**src/rtl/apd_pkg.sv**
```systemverilog
package apd_pkg;
    typedef enum logic [1:0] {
        DEC_IDLE      = 2'd0,
        DEC_HOLD_OPEN = 2'd1,
        DEC_BLOCKED   = 2'd2,
        DEC_CLOSE     = 2'd3
    } ap_decision_e;
endpackage

```
**src/rtl/apd_match_scan.sv**
```systemverilog
module apd_match_scan #(
    parameter int DEPTH  = 8,
    parameter int RANK_W = 1,
    parameter int BANK_W = 3,
    parameter int ROW_W  = 14
) (
    input  logic [DEPTH-1:0]        slot_valid,
    input  logic [DEPTH-1:0]        slot_served,
    input  logic [DEPTH*RANK_W-1:0] slot_rank,
    input  logic [DEPTH*BANK_W-1:0] slot_bank,
    input  logic [DEPTH*ROW_W-1:0]  slot_row,
    input  logic [RANK_W-1:0]       key_rank,
    input  logic [BANK_W-1:0]       key_bank,
    input  logic [ROW_W-1:0]        key_row,
    output logic                    any_hit
);
    logic [DEPTH-1:0] hit_vec;

    // One comparator per slot, all in parallel.
    for (genvar i = 0; i < DEPTH; i++) begin : g_slot
        assign hit_vec[i] = slot_valid[i] && !slot_served[i]
                         && (slot_rank[i*RANK_W +: RANK_W] == key_rank)
                         && (slot_bank[i*BANK_W +: BANK_W] == key_bank)
                         && (slot_row[i*ROW_W +: ROW_W]    == key_row);
    end

    assign any_hit = |hit_vec;
endmodule

```
**src/rtl/apd_counter.sv**
```systemverilog
module apd_counter #(
    parameter int CNT_W = 16
) (
    input  logic             clk,
    input  logic             rst_n,
    input  logic             inc,
    output logic [CNT_W-1:0] count
);
    always_ff @(posedge clk or negedge rst_n) begin
        if (!rst_n) count <= '0;
        else if (inc) count <= count + 1'b1;
    end

    assert_count_step_R8: assert property (@(posedge clk) disable iff (!rst_n)
        inc |=> count == $past(count) + 1'b1);
    assert_count_hold_R8: assert property (@(posedge clk) disable iff (!rst_n)
        !inc |=> $stable(count));
endmodule

```
**src/rtl/autopre_decider.sv**
```systemverilog
module autopre_decider
    import apd_pkg::*;
#(
    parameter int RANK_W   = 1,
    parameter int BANK_W   = 3,
    parameter int ROW_W    = 14,
    parameter int RD_DEPTH = 8,
    parameter int WR_DEPTH = 8,
    parameter int CNT_W    = 16
) (
    input  logic                       clk,
    input  logic                       rst_n,
    input  logic                       col_issue,
    input  logic [RANK_W-1:0]          col_rank,
    input  logic [BANK_W-1:0]          col_bank,
    input  logic [ROW_W-1:0]           col_row,
    input  logic [RD_DEPTH-1:0]        rdq_valid,
    input  logic [RD_DEPTH-1:0]        rdq_served,
    input  logic [RD_DEPTH*RANK_W-1:0] rdq_rank,
    input  logic [RD_DEPTH*BANK_W-1:0] rdq_bank,
    input  logic [RD_DEPTH*ROW_W-1:0]  rdq_row,
    input  logic [WR_DEPTH-1:0]        wrq_valid,
    input  logic [WR_DEPTH-1:0]        wrq_served,
    input  logic [WR_DEPTH*RANK_W-1:0] wrq_rank,
    input  logic [WR_DEPTH*BANK_W-1:0] wrq_bank,
    input  logic [WR_DEPTH*ROW_W-1:0]  wrq_row,
    input  logic                       ap_allowed,
    input  logic                       ap_accept,
    output logic                       ap_req,
    output logic [RANK_W-1:0]          ap_rank,
    output logic [BANK_W-1:0]          ap_bank,
    output logic [CNT_W-1:0]           ap_count
);
    logic         rd_hit;
    logic         wr_hit;
    ap_decision_e decision;

    apd_match_scan #(.DEPTH(RD_DEPTH), .RANK_W(RANK_W), .BANK_W(BANK_W), .ROW_W(ROW_W)) u_rd_scan (
        .slot_valid (rdq_valid),
        .slot_served(rdq_served),
        .slot_rank  (rdq_rank),
        .slot_bank  (rdq_bank),
        .slot_row   (rdq_row),
        .key_rank   (col_rank),
        .key_bank   (col_bank),
        .key_row    (col_row),
        .any_hit    (rd_hit)
    );

    apd_match_scan #(.DEPTH(WR_DEPTH), .RANK_W(RANK_W), .BANK_W(BANK_W), .ROW_W(ROW_W)) u_wr_scan (
        .slot_valid (wrq_valid),
        .slot_served(wrq_served),
        .slot_rank  (wrq_rank),
        .slot_bank  (wrq_bank),
        .slot_row   (wrq_row),
        .key_rank   (col_rank),
        .key_bank   (col_bank),
        .key_row    (col_row),
        .any_hit    (wr_hit)
    );

    // Decision: same-cycle, from the registered queue view.
    always_comb begin
        if (!rst_n || !col_issue)   decision = DEC_IDLE;
        else if (rd_hit || wr_hit)  decision = DEC_HOLD_OPEN;
        else if (!ap_allowed)       decision = DEC_BLOCKED;
        else                        decision = DEC_CLOSE;
    end

    // Outputs driven from the decision.
    always_comb begin
        ap_req  = 1'b0;
        ap_rank = col_rank;
        ap_bank = col_bank;
        unique case (decision)
            DEC_CLOSE:                           ap_req = 1'b1;
            DEC_IDLE, DEC_HOLD_OPEN, DEC_BLOCKED: ap_req = 1'b0;
            default:                             ap_req = 1'b0;
        endcase
    end

    apd_counter #(.CNT_W(CNT_W)) u_count (
        .clk  (clk),
        .rst_n(rst_n),
        .inc  (ap_req && ap_accept),
        .count(ap_count)
    );

    assert_idle_quiet_R1: assert property (@(posedge clk) disable iff (!rst_n)
        !col_issue |-> !ap_req);
    assert_read_hit_keeps_R2: assert property (@(posedge clk) disable iff (!rst_n)
        rd_hit |-> !ap_req);
    assert_write_hit_keeps_R3: assert property (@(posedge clk) disable iff (!rst_n)
        wr_hit |-> !ap_req);
    assert_needs_allowed_R6: assert property (@(posedge clk) disable iff (!rst_n)
        ap_req |-> ap_allowed);
    assert_target_bank_R7: assert property (@(posedge clk) disable iff (!rst_n)
        ap_req |-> (ap_rank == col_rank && ap_bank == col_bank));
endmodule

```
**config.mk**
```make
export PLATFORM = sky130hd
export DESIGN_NAME = autopre_decider
export DESIGN_NICKNAME = d
export VERILOG_FILES = /design/src/rtl/apd_pkg.sv /design/src/rtl/apd_match_scan.sv /design/src/rtl/apd_counter.sv /design/src/rtl/autopre_decider.sv
export SDC_FILE = /design/constraint.sdc
export NUM_CORES = 1
export LEC_CHECK = 0
export ABC_AREA = 1
export BUFFER_PORTS_ARGS = -buffer_cell sky130_fd_sc_hd__buf_2
export CAP_MARGIN = 15
export CORE_AREA = 2 2 143 145
export DETAILED_ROUTE_END_ITERATION = 16
export DIE_AREA = 0 0 145 147
export GPL_TIMING_DRIVEN = 0
export SLEW_MARGIN = 20
export SYNTH_ARGS = -nofsm -noshare
export SYNTH_HDL_FRONTEND = slang
export SYNTH_HIERARCHICAL = 1
export SYNTH_SLANG_ARGS = --single-unit
```
**constraint.sdc**
```tcl
create_clock -name clk -period 2.8 [get_ports clk]
set_clock_uncertainty 0.05 [all_clocks]
set_input_delay 0.56 -clock clk [delete_from_list [all_inputs] [get_ports clk]]
set_output_delay 0.56 -clock clk [all_outputs]
set_load 0.005 [all_outputs]
```
==> results of run 1 <==
==> Yosys cell counts <==
master,n,area [um^2]
sky130_fd_sc_hd__inv_2,11,41.3
sky130_fd_sc_hd__nand2_1,589,2210
sky130_fd_sc_hd__nand2_2,6,37.5
sky130_fd_sc_hd__nand3_1,31,155
sky130_fd_sc_hd__o21ai_1,16,80.1
sky130_fd_sc_hd__o21ai_0,80,400
sky130_fd_sc_hd__ha_1,1,12.5
sky130_fd_sc_hd__xor2_1,50,438
sky130_fd_sc_hd__buf_6,8,90.1
sky130_fd_sc_hd__nor3_1,15,75.1
sky130_fd_sc_hd__dfrtp_1,16,400
sky130_fd_sc_hd__inv_1,218,818
sky130_fd_sc_hd__buf_4,29,218
sky130_fd_sc_hd__nand3_2,1,10.0
sky130_fd_sc_hd__a21oi_1,2,10.0
sky130_fd_sc_hd__nor2_2,4,25.0
sky130_fd_sc_hd__nor2_1,207,777
sky130_fd_sc_hd__buf_2,2,10.0
sky130_fd_sc_hd__xnor2_1,11,96.3
sky130_fd_sc_hd__nor2_4,1,11.3
sky130_fd_sc_hd__nand4_1,5,31.3
==> per-layer routing <==
layer / wire length, um / part of all wire [%] / track usage [%]
met1: 11800 / 37 / 31.8
met3: 2770 / 8.7 / 4.41
met2: 15400 / 49 / 52.9
met4: 1780 / 5.6 / 13.8
met5: 0 / 0 / 0
==> cell families after synthesis <==
family / count (synthesis)
AND/OR/NAND/NOR: 859
buffers and inverters: 268
AO/OA/AOI/OAI: 98
XOR/XNOR: 61
flip-flops: 16
adder cells (fa/ha/maj): 1
==> power groups by stage <==
stage                     registers [uW]  clock network, uW  logic, uW
final                                296                313       1160
after global routing                 300                325       1290
after CTS                            295                318       1110
after detailed placement             299                  0       1090
after global placement               299                  0       1080
after floorplan                      296                  0        563
==> worst max-delay path by stage <==
stage,startpoint,endpoint,slack [ps]
final,col_row[0],ap_req,100
after global routing,col_row[3],ap_req,0.9
after CTS,col_bank[0],ap_req,3
after detailed placement,col_row[4],u_count/count[15],-480
after global placement,col_row[4],u_count/count[15],-480
after floorplan,col_row[10],u_count/count[8],440
==> worst max-delay path, cell delays in order <==
cell and delay (ps):
sky130_fd_sc_hd__buf_6 150, sky130_fd_sc_hd__clkinvlp_4 190, sky130_fd_sc_hd__buf_4 180, sky130_fd_sc_hd__nand2_1 50, sky130_fd_sc_hd__nand2_1 50, sky130_fd_sc_hd__nor2_1 120
sky130_fd_sc_hd__nand2_1 70, sky130_fd_sc_hd__nor2_1 80, sky130_fd_sc_hd__nand3_1 70, sky130_fd_sc_hd__nand2_1 100, sky130_fd_sc_hd__nor2_1 40, sky130_fd_sc_hd__nand2_1 90
sky130_fd_sc_hd__nor2_2 60, sky130_fd_sc_hd__nand2_1 80, sky130_fd_sc_hd__inv_1 40, sky130_fd_sc_hd__buf_2 110
==> layout make-up <==
type	count	area, um^2
diodes	2	5.00
plain buffers	39	429
clock buffers	4	88.8
fillers	2314	11400
inverters	229	928
multi-input cells	1019	4450
flip-flops and latches	16	400
well taps	270	338
repair buffers	358	1860
==> per-stage QoR <==
stage / util (%) / area [um^2] / hold WS (ps) / cells / TNS [ps]
floorplan: - / 5950 / 214 / 1303 / 0
global placement: 40.5 / 8040 / 457 / 1924 / -4910
detailed placement: 40.5 / 8040 / 461 / 1924 / -4860
CTS: 41.2 / 8170 / 197 / 1929 / 0
global route: 42.8 / 8490 / 215 / 1936 / 0
finish: 42.8 / 8490 / 185 / 1937 / 0
==> timing repair <==
| item | in CTS | in global routing |
|---|---|---|
| setup endpoints to repair | 12 | 12 |
| gates resized for setup | 12 | 100 |
| gates cloned | 0 | 0 |
| setup buffers | 1 | 6 |
| pin swaps | 0 | 25 |
==> results.rst, run 1 <==
.. list-table::
   :header-rows: 1

   * - Metric
     - Value
   * - Count of buffers from port buffering
     - roughly 350
   * - Insertion delay to the later sink of the worst-skew pair
     - 250 ps
   * - XOR/XNOR Fraction of Synth Area
     - 8.98%
   * - Startpoint of the most critical register-to-register path
     - u_count/count[0]
   * - Longest Clk Path Bufs
     - 2
   * - Portion of total power attributed to the clock network
     - ~18%
   * - DRC violation count after routing
     - 0
   * - Worst ir drop on vdd
     - 0.000186 V
   * - Startpoint Class
     - primary input
   * - Remaining number of nets flagged by the antenna check after routing
     - 0
   * - Global-route usage over all layers
     - about 28%
   * - Core Region
     - 19800 um^2
   * - Top-level I/O count
     - 364
   * - Hold buffers post-CTS
     - 0
   * - Setup repair after global routing missed its margin
     - no
   * - Post-Place Worst Slack
     - -482 ps
   * - Int Power
     - 968 uW
   * - Final Cycle Share
     - 96.3%
   * - Synthesized-area fraction occupied by ao, oa, aoi and oai cells
     - 8.25%
   * - Hold Violations, Final
     - 0
   * - Number of global-route vias before repair
     - around 8400
   * - Combinational share of power
     - 65.7%
   * - Number of H-tree branching levels
     - 1
   * - Areal power density over the cells
     - 209 nW/um^2
   * - Worst setup path class
     - in -> out
   * - Per-cell via count in the routed design
     - 4.61
   * - Number of pins with negative max-slew slack in the final report
     - 0
   * - Total overflow reported by the global router
     - 0
   * - Adder-cell share of the synthesized area
     - less than 1%
   * - Period minus WS final
     - 2700 ps
   * - Overall die width
     - 145 um
   * - Setup WS post-layout
     - roughly 100 ps
   * - Worst max-slew margin expressed relative to the limit
     - 67.5%
   * - Share of cells above drive strength 1
     - 27.9%
   * - Logic depth of the worst register-to-register path
     - 5
   * - PnR Total Power
     - 1770 uW
   * - Y dimension of the die
     - between 100 and 150 um
   * - Mean instance size in the synthesized netlist
     - 4.57 um^2
   * - Cell chosen for the clock root
     - sky130_fd_sc_hd__clkbuf_16
   * - Initial DRT Pass Iterations
     - 5
   * - Synthesized-area fraction occupied by and/or/nand/nor cells
     - 56.0%
   * - Yosys reg bits
     - 16
   * - Highest-count cells in the layout ignoring fill and taps
     - sky130_fd_sc_hd__nand2_1, sky130_fd_sc_hd__buf_2, sky130_fd_sc_hd__inv_1
   * - Sink count of the clock tree
     - 16
   * - Critical path data required time
     - 2190 ps
   * - Reg power frac
     - 16.7%
   * - Overall routed net length
     - 31.8 mm
   * - Least-Margin Pin Slew
     - 483 ps
   * - Via count
     - 8934
   * - Crit path arrival time
     - 2090 ps
   * - Post-synth design cell area
     - 5950 um^2
   * - Switching power
     - approximately 810 uW
   * - Peak fanout along the critical path
     - 9
   * - Hold/Removal Path Class
     - in -> async
   * - Largest registers
     - u_count/count: 16 flops
   * - Maximum number of pins on one net before global-route repair
     - 18
   * - Endpoint of the worst register-to-register path
     - u_count/count[10]
   * - Initial DRC Count
     - 599
   * - CTS tree
     - yes
   * - Result of the run
     - completed
   * - Setup slack, reg-to-reg
     - ~1400 ps
   * - Final count of negative-setup-slack endpoints
     - 0
   * - Highest clock rate
     - 371 MHz
   * - Placement Rows
     - 52
   * - Post-synthesis cell count
     - between 1000 and 1500
   * - Switching power share of the total
     - between 40% and 50%
   * - Clock transition at the registers of the reported paths
     - 50 ps
   * - Post-detail-place hpwl
     - 26.7 mm
   * - Unique masters post-synth
     - 21
   * - Number of nets in the synthesized netlist
     - 1647
   * - Initial antenna violation count
     - 1
   * - Critical path capture point type
     - output pin
   * - Combinational family with the most area after synthesis
     - simple AND/OR/NAND/NOR gates
   * - Register name with the most flops
     - u_count/count
   * - Leading cell type in the layout, fill and taps excluded
     - sky130_fd_sc_hd__nand2_1
   * - Final GP Congestion
     - 0.964
   * - Max-capacitance violation count
     - 0
   * - Number of flip-flops under the largest register name
     - 16
   * - Effective utilization at floorplan
     - 30.0%
   * - Detail-routed net length per standard cell
     - 16.4 um
   * - LEAKAGE
     - roughly 0.0054 uW
   * - Total Die Area
     - roughly 21000 um^2
   * - Global-route wire length before repair
     - 46.8 mm
   * - Number of nets in the layout
     - 2010
   * - Number of buffers inserted during clock tree synthesis
     - 3
   * - Synthesis-to-layout area growth
     - 42.7%
   * - Sequential element share of the synthesized area
     - 6.73%
   * - Multiplexer fraction of the synthesized cell area
     - 0%
   * - Number of warnings issued by yosys
     - 6
Note: power is estimated with default switching activity, not from simulation.
==> run 2, diff against run 1 <==
--- a/config.mk
+++ b/config.mk
@@ -12,8 +12,8 @@
 export DETAILED_ROUTE_END_ITERATION = 16
 export DIE_AREA = 0 0 145 147
 export GPL_TIMING_DRIVEN = 0
+export PLACE_DENSITY = 0.63
 export SLEW_MARGIN = 20
 export SYNTH_ARGS = -nofsm -noshare
 export SYNTH_HDL_FRONTEND = slang
-export SYNTH_HIERARCHICAL = 1
 export SYNTH_SLANG_ARGS = --single-unit
==> results.rst, run 2 <==
.. list-table::
   :header-rows: 1

   * - Metric
     - Value
   * - Result of the run
     - completed
   * - Worst setup path class
     - in -> out
   * - Leading cell type in the layout, fill and taps excluded
     - sky130_fd_sc_hd__nand2_1
   * - Count of buffers from port buffering
     - 356 (+1.4%)
   * - Post-synthesis cell count
     - 1239 (-4.9%)
   * - Largest cells by area after synthesis
     - sky130_fd_sc_hd__nand2_1, sky130_fd_sc_hd__inv_1, sky130_fd_sc_hd__nor2_1
   * - CTS tree
     - yes
   * - Cell chosen for the clock root
     - sky130_fd_sc_hd__clkbuf_16
   * - Core Region
     - 19800 um^2 (unchanged)
   * - Total Die Area
     - 21300 um^2 (unchanged)
   * - Overall routed net length
     - 36.2 mm (+14%)
   * - Share of synthesized registers carrying an async set or reset
     - 100% (unchanged)
   * - Period minus WS final
     - 2750 ps (+59.5 ps)
   * - Top-level I/O count
     - 364 (unchanged)
   * - Areal power density over the cells
     - 219 nW/um^2 (+5.1%)
   * - Commonest register cell after synthesis
     - sky130_fd_sc_hd__dfrtp_1
   * - Mean instance size in the synthesized netlist
     - 4.79 um^2 (+4.9%)
   * - Final Cycle Share
     - 98.4% (+2.1 points)
   * - Hold Violations, Final
     - 0 (unchanged)
   * - Setup_tns
     - 0 ps (unchanged)
   * - Most used cell along the critical path
     - sky130_fd_sc_hd__nand2_1
   * - Delay of the slowest cell on the worst path
     - 230 ps (+40 ps)
   * - Number of nets in the layout
     - 1956 (-2.7%)
   * - Combinational family with the most area after synthesis
     - simple AND/OR/NAND/NOR gates
   * - Max-capacitance violation count
     - 0 (unchanged)
   * - Synthesized-area fraction occupied by ao, oa, aoi and oai cells
     - 8.69% (+0.45 points)
   * - Initial antenna violation count
     - 6 (+5)
   * - Least-Margin Pin Slew
     - 446 ps (-37.3 ps)
   * - Number of warnings issued by yosys
     - 0 (-6)
   * - Worst ir drop on vdd
     - 0.000181 V (-2.6%)
   * - Adder-cell share of the synthesized area
     - 0.211% (+0.00062 points)
   * - Detail-routed net length per standard cell
     - 19.2 um (+17%)
   * - CP Cell Sequence
     - buf_4 -> inv_6 -> buf_12 -> nand2_1 -> nand2_1 -> nor2_1 -> nand2_1 -> nor2_1 -> nand3_1 -> nand2_2 -> nor2_4 -> nand3_2 -> nor2_4 -> buf_6 -> buf_2
   * - Number of flops mapped to enable cells by yosys
     - 0 (unchanged)
   * - Initial DRT Pass Iterations
     - 7 (+2)
   * - Multiplexer fraction of the synthesized cell area
     - 0% (unchanged)
   * - Initial DRC Count
     - 790 (+32%)
   * - Placement Rows
     - 52 (unchanged)
   * - Crit path arrival time
     - 2140 ps (+50 ps)
   * - Global-route usage over all layers
     - 32.7% (+4.2 points)
   * - Number of H-tree branching levels
     - 1 (unchanged)
   * - Critical Path Slowest Stage Cell
     - sky130_fd_sc_hd__nor2_1
   * - Synthesis-to-layout area growth
     - 46.7%
   * - Highest clock rate
     - 363 MHz (-2.2%)
   * - Post-synth design cell area
     - 5930 um^2 (-0.29%)
   * - Library cell with the highest instance count after synthesis
     - sky130_fd_sc_hd__nand2_1
   * - Share of cells above drive strength 1
     - 29.2% (+1.4 points)
   * - Number of buffers inserted during clock tree synthesis
     - 3 (unchanged)
   * - Total overflow reported by the global router
     - 0 (unchanged)
   * - Number of global-route vias before repair
     - 8461 (+0.77%)
   * - Startpoint Class
     - primary input
   * - Longest Clk Path Bufs
     - 2 (unchanged)
   * - Hold buffers post-CTS
     - 0 (unchanged)
   * - Critical path capture point type
     - output pin
   * - Top post-synthesis cells by count
     - sky130_fd_sc_hd__nand2_1, sky130_fd_sc_hd__inv_1, sky130_fd_sc_hd__nor2_1
   * - Worst max-slew margin expressed relative to the limit
     - 70.3% (+2.7 points)
   * - Overall die width
     - 145 um (unchanged)
   * - Number of nets in the synthesized netlist
     - 1583 (-3.9%)
   * - Critical path data required time
     - 2190 ps (about the same)
   * - Global-route wire length before repair
     - 51.5 mm (+10%)
   * - Effective utilization at floorplan
     - 29.9% (-0.088 points)
   * - Y dimension of the die
     - 147 um (unchanged)
   * - Clock transition at the registers of the reported paths
     - 50 ps (about the same)
   * - Unique masters post-synth
     - 33 (+57%)
   * - Via count
     - 8980 (+0.51%)
   * - Peak fanout along the critical path
     - 6 (-3)
   * - Largest registers
     - u_count.count: 16 flops
   * - Synth top area share
     - 34.3% (-2.9 points)
   * - Library cell occupying the most area in the post-synthesis netlist
     - sky130_fd_sc_hd__nand2_1
   * - Hold/Removal Path Class
     - in -> async
   * - Maximum number of pins on one net before global-route repair
     - 18 (unchanged)
   * - Sink count of the clock tree
     - 16 (unchanged)
   * - XOR/XNOR Fraction of Synth Area
     - 10.8% (+1.8 points)
   * - Final count of negative-setup-slack endpoints
     - 0 (unchanged)
   * - Highest-count cells in the layout ignoring fill and taps
     - sky130_fd_sc_hd__nand2_1, sky130_fd_sc_hd__buf_2, sky130_fd_sc_hd__inv_1
   * - Register name with the most flops
     - u_count.count
   * - Number of pins with negative max-slew slack in the final report
     - 0 (unchanged)
   * - Number of flip-flops under the largest register name
     - 16 (unchanged)
   * - Remaining number of nets flagged by the antenna check after routing
     - 0 (unchanged)
   * - Yosys reg bits
     - 16 (unchanged)
   * - Final GP Congestion
     - 0.991 (+2.8%)
   * - Synthesized-area fraction occupied by and/or/nand/nor cells
     - 54.5% (-1.5 points)
   * - LEAKAGE
     - 0.00533 uW (-1.1%)
   * - Per-cell via count in the routed design
     - 4.76 (+3.2%)
   * - Insertion delay to the later sink of the worst-skew pair
     - 250 ps (about the same)
   * - PnR Total Power
     - 1910 uW (+7.6%)
   * - Sequential element share of the synthesized area
     - 6.75% (+0.020 points)
   * - Post-detail-place hpwl
     - 29.2 mm (+9.2%)
   * - DRC violation count after routing
     - 0 (unchanged)
==> run 2: cell count changes after synthesis, sizes merged, moves of 6 or more <==
cell    change
nand3       +9
o21bai      +6
nand4      +11
inv        -31
o21ai      -16
nand2      -51
buf         +7
nor2       -32
xor2       +11
==> run 2: cell type report <==
| cell class | count | area (um^2) |
|---|---|---|
| inverters | 198 | 823 |
| fillers | 2241 | 11100 |
| flip-flops and latches | 16 | 400 |
| plain buffers | 45 | 577 |
| diodes | 5 | 12.5 |
| well taps | 270 | 338 |
| clock buffers | 4 | 88.8 |
| repair buffers | 370 | 1990 |
| multi-input cells | 978 | 4470 |
==> run 2: where the power goes <==
part / leakage (uW) / internal [uW] / switching (uW)
clock network: 0.0000442 / 217 / 95.9
logic: 0.00511 / 547 / 742
registers: 0.000174 / 264 / 42.5
total: 0.00533 / 1030 / 880
==> run 2: critical path: cells and delay by family <==
family | cells | cell delay, ps
buf+inv | 5 | 600
simple gates | 10 | 980
==> run 2: path summary, 6_finish.rpt <==
path,to,depth (start not counted),slack (ps),startpoint
worst max-delay path,ap_req,15,50,col_row[5]
worst min-delay path,u_count.count[7],1,180,rst_n
worst max register to register,u_count.count[14],12,530,u_count.count[0]
worst min register to register,u_count.count[14],2,460,u_count.count[14]
max in group asynchronous,u_count.count[4],1,2240,rst_n
min in group clk,u_count.count[14],2,460,u_count.count[14]
==> run 2: cells by family after synthesis <==
logic type      after synthesis
simple gates                808
compound gates               96
xor+xnor                     73
buf+inv                     245
fa+ha+maj                     1
flops                        16
==> run 2: metal layers <==
metal,part of all wire [%],track usage (%),vias to the layer above
met5,0.036,0,-
met4,4.2,13.3,2
met3,9.8,6.27,83
met1,40,40.7,3892
li1,-,-,4476
met2,46,55.6,527
==> run 2: repair_timing <==
action	in CTS	in global routing
gates cloned	0	3
setup buffers	8	3
endpoints found under the setup margin	1	1
pin swaps	4	8
gates resized for setup	76	42
==> run 2: through the flow <==
stage | hold WS, ps | setup slack [ps] | cells | area [um^2] | utilization, %
final | 177 | 45.1 | 1886 | 8700 | 43.8
after CTS | 189 | 0.402 | 1877 | 8470 | 42.7
after global placement | 454 | -404 | 1865 | 8050 | 40.6
after global routing | 208 | -34.7 | 1886 | 8700 | 43.8
after detailed placement | 451 | -451 | 1865 | 8050 | 40.6
after floorplan | 214 | 389 | 1239 | 5930 | -
